### src/rtl/icr_pkg.sv
package icr_pkg;
  localparam int RegW  = 8;
  localparam int PortW = 4;
  localparam int NumFlags = 3;

  localparam int BitGie  = 7;
  localparam int BitPeie = 6;
  localparam int BitTmrE = 5;
  localparam int BitExtE = 4;
  localparam int BitChgE = 3;
  localparam int BitTmrF = 2;
  localparam int BitExtF = 1;
  localparam int BitChgF = 0;

  typedef struct packed {
    logic regWr;
    logic regRd;
    logic portAck;
  } busStb_t;
endpackage

### src/rtl/icr_ctrl.sv
module icr_ctrl
  import icr_pkg::*;
#(
  parameter int          ADDR_W    = 8,
  parameter logic [6:0]  REG_ADDR  = 7'h0B,
  parameter logic [6:0]  PORT_ADDR = 7'h06
) (
  input  logic [ADDR_W-1:0] busAddr,
  input  logic              busWrEn,
  input  logic              busRdEn,
  output busStb_t           stb
);
  localparam int MatchW = 7;

  logic regHit;
  logic portHit;

  // Bank bit (MSB) ignored: 0x0B/0x8B and 0x06/0x86 alias.
  assign regHit  = (busAddr[MatchW-1:0] == REG_ADDR);
  assign portHit = (busAddr[MatchW-1:0] == PORT_ADDR);

  always_comb begin
    stb.regWr   = busWrEn && regHit;
    stb.regRd   = busRdEn && regHit;
    stb.portAck = busRdEn && portHit;
  end
endmodule

### src/rtl/icr_datapath.sv
module icr_datapath
  import icr_pkg::*;
#(
  parameter int SYNC_STAGES       = 2,
  parameter bit RESET_CHANGE_FLAG = 1'b1
) (
  input  logic             clk,
  input  logic             rstN,
  input  busStb_t          stb,
  input  logic [RegW-1:0]  busWrData,
  input  logic             timerOvf,
  input  logic             extEdge,
  input  logic [PortW-1:0] portPins,
  input  logic             periphReq,
  output logic [RegW-1:0]  busRdData,
  output logic             irqOut
);
  localparam int EnW = RegW - NumFlags;

  // Pin synchronizer
  logic [PortW-1:0] syncPipe [SYNC_STAGES];
  genvar s;
  generate
    for (s = 0; s < SYNC_STAGES; s++) begin : gSync
      always_ff @(posedge clk or negedge rstN) begin
        if (!rstN) syncPipe[s] <= '0;
        else if (s == 0) syncPipe[s] <= portPins;
        else syncPipe[s] <= syncPipe[(s == 0) ? 0 : s - 1];
      end
    end
  endgenerate

  logic [PortW-1:0] syncPins;
  logic [PortW-1:0] lastSample;
  logic             portMismatch;

  assign syncPins = syncPipe[SYNC_STAGES-1];

  always_ff @(posedge clk or negedge rstN) begin
    if (!rstN) lastSample <= '0;
    else if (stb.portAck) lastSample <= syncPins;
  end

  assign portMismatch = |(syncPins ^ lastSample);

  // Enable bits
  logic [EnW-1:0] enQ;
  always_ff @(posedge clk or negedge rstN) begin
    if (!rstN) enQ <= '0;
    else if (stb.regWr) enQ <= busWrData[RegW-1:NumFlags];
  end

  // Sticky flags: the hardware set wins over a clearing write
  logic [NumFlags-1:0] setVec;
  logic [NumFlags-1:0] flagQ;
  logic [NumFlags-1:0] flagNext;

  assign setVec[BitTmrF] = timerOvf;
  assign setVec[BitExtF] = extEdge;
  assign setVec[BitChgF] = portMismatch;

  genvar f;
  generate
    for (f = 0; f < NumFlags; f++) begin : gFlag
      assign flagNext[f] = (stb.regWr ? busWrData[f] : flagQ[f]) | setVec[f];
      if (f == BitChgF && !RESET_CHANGE_FLAG) begin : gNoRst
        always_ff @(posedge clk) flagQ[f] <= flagNext[f];
      end else begin : gRst
        always_ff @(posedge clk or negedge rstN) begin
          if (!rstN) flagQ[f] <= 1'b0;
          else flagQ[f] <= flagNext[f];
        end
      end
    end
  endgenerate

  logic [RegW-1:0] regVal;
  logic gie, peie, tmrE, extE, chgE;

  assign regVal = {enQ, flagQ};
  assign gie    = regVal[BitGie];
  assign peie   = regVal[BitPeie];
  assign tmrE   = regVal[BitTmrE];
  assign extE   = regVal[BitExtE];
  assign chgE   = regVal[BitChgE];

  assign busRdData = stb.regRd ? regVal : '0;
  assign irqOut = gie && ((tmrE && flagQ[BitTmrF]) || (extE && flagQ[BitExtF]) ||
                          (chgE && flagQ[BitChgF]) || (peie && periphReq));

  // Assertions
  assert_timer_sets_R3: assert property (@(posedge clk) disable iff (!rstN)
    timerOvf |=> flagQ[BitTmrF]);

  assert_ext_sticky_R4: assert property (@(posedge clk) disable iff (!rstN)
    (flagQ[BitExtF] && !(stb.regWr && !busWrData[BitExtF])) |=> flagQ[BitExtF]);

  assert_gie_masks_R5: assert property (@(posedge clk) disable iff (!rstN)
    !regVal[BitGie] |-> !irqOut);

  assert_change_sets_R6: assert property (@(posedge clk) disable iff (!rstN)
    portMismatch |=> flagQ[BitChgF]);

  assert_set_wins_R8: assert property (@(posedge clk) disable iff (!rstN)
    (stb.regWr && !busWrData[BitTmrF] && timerOvf) |=> flagQ[BitTmrF]);

  assert_peie_masks_R9: assert property (@(posedge clk) disable iff (!rstN)
    (!peie && !flagQ[BitTmrF] && !flagQ[BitExtF] && !flagQ[BitChgF]) |-> !irqOut);
endmodule

### src/rtl/icr_top.sv
module icr_top
  import icr_pkg::*;
#(
  parameter int          ADDR_W            = 8,
  parameter logic [6:0]  REG_ADDR          = 7'h0B,
  parameter logic [6:0]  PORT_ADDR         = 7'h06,
  parameter int          SYNC_STAGES       = 2,
  parameter bit          RESET_CHANGE_FLAG = 1'b1
) (
  input  logic              clk,
  input  logic              rstN,
  input  logic [ADDR_W-1:0] busAddr,
  input  logic              busWrEn,
  input  logic [7:0]        busWrData,
  input  logic              busRdEn,
  output logic [7:0]        busRdData,
  input  logic              timerOvf,
  input  logic              extEdge,
  input  logic [3:0]        portPins,
  input  logic              periphReq,
  output logic              irqOut
);
  busStb_t stb;

  icr_ctrl #(
    .ADDR_W(ADDR_W), .REG_ADDR(REG_ADDR), .PORT_ADDR(PORT_ADDR)
  ) uCtrl (
    .busAddr(busAddr), .busWrEn(busWrEn), .busRdEn(busRdEn), .stb(stb)
  );

  icr_datapath #(
    .SYNC_STAGES(SYNC_STAGES), .RESET_CHANGE_FLAG(RESET_CHANGE_FLAG)
  ) uData (
    .clk(clk), .rstN(rstN), .stb(stb), .busWrData(busWrData),
    .timerOvf(timerOvf), .extEdge(extEdge), .portPins(portPins),
    .periphReq(periphReq), .busRdData(busRdData), .irqOut(irqOut)
  );
endmodule

### config.mk
export PLATFORM = sky130hd
export DESIGN_NAME = icr_top
export DESIGN_NICKNAME = d
export VERILOG_FILES = /design/src/rtl/icr_pkg.sv /design/src/rtl/icr_ctrl.sv /design/src/rtl/icr_datapath.sv /design/src/rtl/icr_top.sv
export SDC_FILE = /design/constraint.sdc
export NUM_CORES = 1
export LEC_CHECK = 0
export ABC_AREA = 1
export BUFFER_PORTS_ARGS = -buffer_cell sky130_fd_sc_hd__buf_2
export CAP_MARGIN = 20
export CELL_PAD_IN_SITES_DETAIL_PLACEMENT = 1
export CELL_PAD_IN_SITES_GLOBAL_PLACEMENT = 1
export CORE_MARGIN = 2
export CORE_UTILIZATION = 35
export DETAILED_ROUTE_END_ITERATION = 8
export PLACE_DENSITY_LB_ADDON = 0.1
export SLEW_MARGIN = 40
export SYNTH_ARGS = -nofsm -noshare
export SYNTH_HDL_FRONTEND = slang
export SYNTH_SLANG_ARGS = --single-unit
### constraint.sdc
create_clock -name clk -period 1.4 [get_ports clk]
set_input_delay 0.07 -clock clk [delete_from_list [all_inputs] [get_ports clk]]
set_output_delay 0.07 -clock clk [all_outputs]
set_load 0.005 [all_outputs]
Word-level counts from Yosys, hierarchy flattened

Index checks and enable logic that the tools add are counted.

$add $sub $neg: 0
Multiply operators: 0
Divide/modulo/power cells: 0
$lt $le $gt $ge: 0
Eq/ne operators: 2
Shifts and indexed selects: 0
Muxes and demuxes: 4
Bitwise operators: 4
Reduce and logical (&&, ||, !) cells: 12

Operators with widths:

| cell                                                            | number |
|---|---|
| 1-bit logical AND                                               | 8 |
| 8-bit 2-to-1 mux                                                | 1 |
| 7-bit by 3-bit == test with 1-bit output, second input constant | 1 |
| 7-bit by 4-bit == test with 1-bit output, second input constant | 1 |
| 4-bit OR reduction                                              | 1 |
| 4-bit XOR                                                       | 1 |
| 1-bit logical OR                                                | 3 |
| 1-bit 2-to-1 mux                                                | 3 |
| 1-bit OR                                                        | 3 |

Register bits after elaboration: 20
Bits in latches: 0
Bits in writable memories: 0
Bits in read-only memories: 0
Bits of input ports: 27
Output and inout port bits: 9
Memories: 0

Depth between registers and ports, before layout

Gate-level depths: netlist of the first run.

Word-level depth: 5
Depth in mapped cells: 7
Depth with buffers taken out: 6

Hierarchy

From an unflattened synthesis of the first run, not the netlist that was laid out.

Cells, all modules: 114
Area total of the unflattened synthesis: 897.1 um^2

By module, submodules not included:

| module       | instances | cells each | area each (um^2) |
|---|---|---|---|
| icr_datapath | 1         | 95         | 822.0 |
| icr_ctrl     | 1         | 19         | 75.1 |

Least setup slack after synthesis of the first run

Ideal clock, no wire load.

Path kind: in2reg
Start: input port busAddr[6]
End: register uData.enQ[1]
Arrival: 0.805 ns
Data required time: 1.283 ns
Path slack: 0.478 ns
Cell stages on the path: 5
Path buffers: 1
Path through: nor3_4 -> nand3_2 -> buf_6 -> nand2_1 -> o21ai_2

Word-level cells in the longest chain between the ends: 2

RTL lines:

| what                                     | line               | RTL |
|---|---|---|
| start, declared                          | icr_top.sv:12      | `input logic [ADDR_W-1:0] busAddr,` |
| 7-bit by 4-bit == test with 1-bit output | icr_ctrl.sv:19     | `assign regHit = (busAddr[MatchW-1:0] == REG_ADDR);` |
| 1-bit logical AND                        | icr_ctrl.sv:23     | `stb.regWr = busWrEn && regHit;` |
| end signal, assigned                     | icr_datapath.sv:50 | `else if (stb.regWr) enQ <= busWrData[RegW-1:NumFlags];` |
| end, declared                            | icr_datapath.sv:47 | `logic [EnW-1:0] enQ;` |

Every way passes these cells.
A chain may end at the register's enable or synchronous reset.

Worst setup path after layout of the first run

Start: register uData.enQ[0]
End: output port irqOut

Word-level cells in the longest chain between the ends: 4

RTL lines:

| what              | line               | RTL |
|---|---|---|
| 1-bit logical AND | icr_datapath.sv:89 | `(chgE && flagQ[BitChgF]) \|\| (peie && periphReq));` |
| 1-bit logical OR  | icr_datapath.sv:88 | `assign irqOut = gie && ((tmrE && flagQ[BitTmrF]) \|\| (extE && flagQ[BitExtF]) \|\|` |
| 1-bit logical OR  | icr_datapath.sv:89 |  |
| 1-bit logical AND | icr_datapath.sv:88 |  |
| end, declared     | icr_top.sv:21      | `output logic irqOut` |

Every way passes these cells.

==> impl_metrics.py, run 1 <==
metrics = {
    "clock_tree": {
        "insertion_delay_ps": 300,
        "tritoncts": "yes",
        "numCtsBuffers": 3,
        "post-cts-setup-buffers": 0,
        "clockBufferDepth": 2,
        "cts_root_buf": "clkbuf_4",
        "htreeDepth": 1,
        "clk_pin_slew_worst_paths_ps": 110,
        "cts_sinks": 20,
    },
    "floorplan": {
        "die_x_um": 54.8,
        "core_mm2": 0.00245,
        "rows": 18,
        "die_area_mm2": 0.00300,
        "die_y_um": 54.8,
        "start_util_pct": 36.7,
        "io_pins": 36,
    },
    "critical_path": {
        "cp-end-kind": "output pin",
        "crit_type": "register to output pin",
        "crit_arrival_ps": 1170,
        "worstPathRequired_ps": 1330,
        "rr_worst_depth": 6,
        "reg2reg_slack_ps": 430,
        "cp-start-kind": "register",
        "r2r-start": "uData.syncPins[1]",
        "path_max_fanout": 2,
        "reg2reg_to": "uData.flagQ[0]",
    },
    "drt": {
        "wl_per_cell_um": 12.1,
        "vias": 858,
        "drtPass1Iterations": 2,
        "vias_per_cell": 4.64,
        "ant_nets": 0,
        "drtIter0Drc": 3,
        "drc": 0,
        "wl_mm": 2.23,
    },
    "global_routing": {
        "overflow": 0,
        "grt_max_degree": 21,
        "antenna_found_initial": 0,
        "grt_pass1_vias": 885,
        "grt_use_total_pct": 17.2,
        "grt_pass1_wl_mm": 3.49,
    },
    "min_path": {
        "min_path_cells": 3,
        "holdPathEnd": "uData.flagQ[0]",
        "min_path_type": "input port to register",
        "holdCritStartpoint": "busWrData[0]",
    },
    "yosys": {
        "synth_top_area_cell": "dfrtp_1",
        "avgSynthCellArea_um2": 8.76,
        "synthCells": 103,
        "synthTopCellsByArea": "dfrtp_1 (55%), nand2_1 (10%), inv_1 (8.3%)",
        "synth-edff-count": 0,
        "synth_ff_type": "dfrtp_1",
        "synth_nets": 130,
        "ys_warn_count": 0,
        "async_flop_share_pct": 100,
        "netlist_area_um2": 902,
        "ys_types": 14,
        "seq_area_frac_synth_pct": 55.5,
        "synthTopCellsByCount": "nand2_1 (25), dfrtp_1 (20), inv_1 (20), nor2_1 (12), nand3_1 (9)",
        "synthMostInstantiatedCell": "nand2_1",
        "synth_seq_cells": 20,
        "yosysTopAreaCellShare_pct": 55.5,
    },
    "final_layout": {
        "fin_area_mm2": 0.00129,
        "syn2layout_area_growth_pct": 43.4,
        "fin_cells": 185,
        "final_nets": 183,
        "layout-drive-gt1-share_pct": 31.0,
        "antenna_cells": 0,
    },
    "sta": {
        "max_clock_freq_mhz": 808,
        "worst_pin_slew_ps": 433,
        "slew_headroom_pct": 71.1,
        "finalSetupTns_ps": 0,
        "setup_violations": 0,
        "finClkSkew_ps": 1.56,
        "slew_violations": 0,
        "rsz0062_at_grt": "no",
        "fin_crit_ps": 1240,
        "hold_viol": 0,
        "period_share_pct": 88.4,
    },
    "placed_design": {
        "dp_hpwl_mm": 1.66,
        "gp_congestion": 0.747,
        "io_buffer_count": 34,
        "place_inst": 169,
        "dpl_cell_area_mm2": 0.00112,
    },
    "power": {
        "leakage_nw": 0.716,
        "p_per_area_mw_per_mm2": 972,
        "vdd_drop_max_v": 0.000673,
    },
    "run": {
        "drv_cap": 0,
    },
    "outcome": {
        "outcome": "finished clean",
    },
}
-- metal layers --
| metal | global-route usage, % | vias to the layer above | share of wire [%] |
|---|---|---|---|
| met3 | 2.46 | 5 | 5.2 |
| met4 | 8.75 | 0 | 2.0 |
| met1 | 17.9 | 407 | 40 |
| li1 | - | 421 | - |
| met2 | 32.7 | 25 | 52 |
| met5 | 0 | - | 0 |
-- repair_timing --
action,CTS,global route
gates resized for setup,0,0
hold endpoints to repair,31,0
setup endpoints to repair,0,0
hold buffers,12,0
-- sequential cells by signal, indices dropped and copies added (netlist names) --
signal            count
uData.enQ             5
uData.lastSample      4
uData.flagQ           3
uData.syncPins        4
uData.syncPipe        4
-- metrics by stage --
step | setup slack [ps] | hold WS (ps) | power [mW] | utilization (%)
after detailed placement | 183 | 40.6 | 0.775 | 45.7
after global routing | 28.4 | 51.7 | 1.33 | 52.7
after global placement | 222 | 37.9 | 0.765 | 45.7
after CTS | 128 | 50.2 | 1.28 | 52.7
after floorplan | 478 | -226 | 0.701 | -
final | 162 | 62.8 | 1.26 | 52.7
-- how the worst max path moves through the flow --
stage,startpoint,endpoint,slack (ps)
after detailed placement,busAddr[6],uData.flagQ[2],180
after floorplan,busAddr[6],uData.enQ[1],480
after CTS,uData.enQ[0],irqOut,130
after global routing,busAddr[2],busRdData[1],30
after global placement,busAddr[6],busRdData[1],220
final,uData.enQ[0],irqOut,160
-- worst max-delay path, cell delays in order, from the launching register on --
cell and delay (ps):
dfrtp_1 380, inv_1 60, o21ai_0 180, nor2_1 70, nor2_1 70, buf_2 110
-- layout by cell type, fill, tap and decap left out, drive strengths merged --
master	netlist	routed
nor3	2	2
nand3	10	10
inv	20	20
xnor2	3	3
buf	1	37
nor2	12	12
dfrtp	20	20
dlygate4sd3	0	12
o22ai	1	1
bufinv	0	1
nand2	25	25
nand4	3	3
o21ai	6	6
clkbuf	0	3
-- layout make-up --
type                    instances  area, um^2
inverters                      20        75.1
clock inverters                 1        30.0
repair buffers                 49         313
well taps                      30        37.5
multi-input cells              62         315
fillers                       314        1160
flip-flops and latches         20         500
clock buffers                   3        22.5
-- where the power goes --
part	internal, mW	switching [mW]
sequential	0.610	0.0193
combinational	0.0830	0.0745
clock	0.289	0.182
-- logic make-up (layout without fill, tap and decap cells) --
| logic type | count (synthesis) | in the layout | synth area share, % |
|---|---|---|---|
| compound gates | 7 | 7 | 6.10 |
| xor+xnor | 3 | 3 | 2.91 |
| buf+inv | 21 | 73 | 9.57 |
| flops | 20 | 20 | 55.5 |
| simple gates | 52 | 52 | 25.9 |
No activity file was read; power rests on OpenSTA's default activity.
==> inputs of run 2 (changes only) <==
--- a/config.mk
+++ b/config.mk
@@ -13,7 +13,9 @@
 export CORE_MARGIN = 2
 export CORE_UTILIZATION = 35
 export DETAILED_ROUTE_END_ITERATION = 8
+export GPL_ROUTABILITY_DRIVEN = 0
 export PLACE_DENSITY_LB_ADDON = 0.1
+export REMOVE_ABC_BUFFERS = 1
 export SLEW_MARGIN = 40
 export SYNTH_ARGS = -nofsm -noshare
 export SYNTH_HDL_FRONTEND = slang
==> run 2 against run 1 <==
- combinational power shrank 3%
- sequential cell count is the same
- first-iteration DRC count grew 33%
- non-clock buffer count shrank 3
- worst hold slack lost 46 ps
- register-to-register slack is essentially flat
- critical path depth is the same
- die area is the same
- global-route usage shrank 0.76 points
- critical path type unchanged
==> impl_metrics.py, run 2 (same netlist as run 1, synthesis figures left out) <==
metrics = {
    "outcome": {
        "outcome": "finished clean",
    },
    "critical_path": {
        "worst-path-buf-inv": 2,
        "path_cells": "inv_1, o21ai_0, nor2_1, nor2_1, buf_2",
        "crit_slowest_cell": "dfrtp_1",
        "worstPathRequired_ps": 1330,
        "cp-start-kind": "register",
        "crit_top_cell": "nor2_1",
        "crit_family": "flip-flops",
        "path_max_fanout": 2,
        "max_stage_delay_ps": 390,
        "reg2reg_slack_ps": 440,
        "crit_arrival_ps": 1130,
        "crit_type": "register to output pin",
        "cp-end-kind": "output pin",
    },
    "floorplan": {
        "die_x_um": 54.8,
        "io_pins": 36,
        "die_area_mm2": 0.00300,
        "start_util_pct": 36.7,
        "core_mm2": 0.00245,
        "rows": 18,
        "die_y_um": 54.8,
    },
    "drt": {
        "wl_per_cell_um": 11.7,
        "wl_mm": 2.13,
        "drtIter0Drc": 4,
        "vias": 821,
        "drtPass1Iterations": 4,
        "drc": 0,
        "ant_nets": 0,
        "vias_per_cell": 4.51,
    },
    "min_path": {
        "min_path_type": "input port to register",
    },
    "power": {
        "swShare_pct": 23.5,
        "leakage_nw": 0.695,
        "clock_power_share_pct": 29.3,
        "vdd_drop_max_v": 0.000665,
        "internal_power_uw": 847,
        "switching_power_uw": 260,
        "pwr-share-seq_pct": 56.8,
        "combPwrFrac_pct": 13.8,
        "p_per_area_mw_per_mm2": 882,
    },
    "clock_tree": {
        "cts_sinks": 20,
        "clk_pin_slew_worst_paths_ps": 100,
        "numCtsBuffers": 3,
        "clockBufferDepth": 2,
        "htreeDepth": 1,
        "post-cts-setup-buffers": 0,
        "insertion_delay_ps": 290,
        "cts_root_buf": "clkbuf_4",
        "tritoncts": "yes",
    },
    "sta": {
        "rsz0062_at_grt": "no",
        "hold_viol": 0,
        "finalSetupTns_ps": 0,
        "setup_violations": 0,
        "worst_pin_slew_ps": 435,
        "max_clock_freq_mhz": 835,
        "timing.hold.ws_ps": 16.4,
        "fin_crit_ps": 1200,
        "slew_violations": 0,
        "slew_headroom_pct": 71.0,
        "finClkSkew_ps": 3.39,
        "period_share_pct": 85.5,
    },
    "final_layout": {
        "final_nets": 180,
        "layout_commonest_cell": "buf_2",
        "syn2layout_area_growth_pct": 39.1,
        "fin_cells": 182,
        "antenna_cells": 0,
        "mostFrequentLayoutCells": "buf_2 (34), nand2_1 (25), inv_1 (20), dfrtp_1 (20), nor2_1 (12)",
        "largest_register": "uData.enQ",
        "layout-drive-gt1-share_pct": 31.6,
        "largest_register_ffs": 5,
    },
    "global_routing": {
        "use_met2_pct": 29.6,
        "grt_busiest_layer": "met2",
        "gr-usage-met3_pct": 3.28,
        "use_met1_pct": 18.3,
        "antenna_found_initial": 0,
        "grt_pass1_vias": 803,
        "grt_pass1_wl_mm": 3.33,
        "overflow": 0,
        "grt_max_degree": 21,
        "grt_use_total_pct": 16.4,
    },
    "placed_design": {
        "io_buffer_count": 34,
        "place_inst": 168,
        "dp_hpwl_mm": 1.61,
    },
    "run": {
        "drv_cap": 0,
    },
}
[run 2: cell type report]
cell class                      count  area (um^2)
Inverter                           20         75.1
Multi-Input combinational cell     62          320
Fill cell                         306         1200
Tap cell                           30         37.5
Timing Repair Buffer               46          285
Sequential cell                    20          500
Clock buffer                        4         36.3
[run 2: power groups by stage]
stage          combinational [mW]  sequential, mW  clock (mW)
6_report                    0.153           0.629       0.325
4_1_cts                     0.153           0.630       0.346
2_1_floorplan              0.0653           0.636           0
3_3_place_gp                0.125           0.638           0
5_1_grt                     0.175           0.634       0.375
3_5_place_dp                0.133           0.641           0
[run 2: final timing paths]
kind	depth (start not counted)	end	from
max	5	irqOut	uData.enQ[0]
min	3	uData.enQ[2]	busWrData[5]
max reg2reg	4	uData.flagQ[0]	uData.lastSample[0]
min reg2reg	0	uData.syncPins[0]	uData.syncPipe[4]
max in group asynchronous	2	uData.flagQ[2]	rstN
min in group asynchronous	2	uData.syncPipe[4]	rstN
[run 2: per-stage QoR]
stage	area (um^2)	utilization [%]	setup slack (ps)	total power, mW
5_1_grt	1250	51.1	31.1	1.18
4_1_cts	1240	50.5	117	1.13
3_5_place_dp	1110	45.4	81.5	0.774
3_3_place_gp	1110	45.4	205	0.763
6_report	1250	51.1	203	1.11
2_1_floorplan	891	-	428	0.701
[run 2: timing repair]
item / in CTS / in global routing
hold buffers: 9 / 1
hold endpoints to repair: 28 / 1
gates resized for setup: 0 / 1
endpoints found under the setup margin: 0 / 7
[run 2: per-layer routing]
| metal | part of all wire, % | wire (um) |
|---|---|---|
| met5 | 0 | 0 |
| met4 | 0.89 | 19 |
| met3 | 5.7 | 121 |
| met2 | 53 | 1140 |
| met1 | 40 | 854 |
[run 2: worst reg2reg max path: stages, from the launching register on]
cell and delay (ps):
dfrtp_1 400, xnor2_1 170, nand2_1 70, nor2_1 120, nand3_1 80
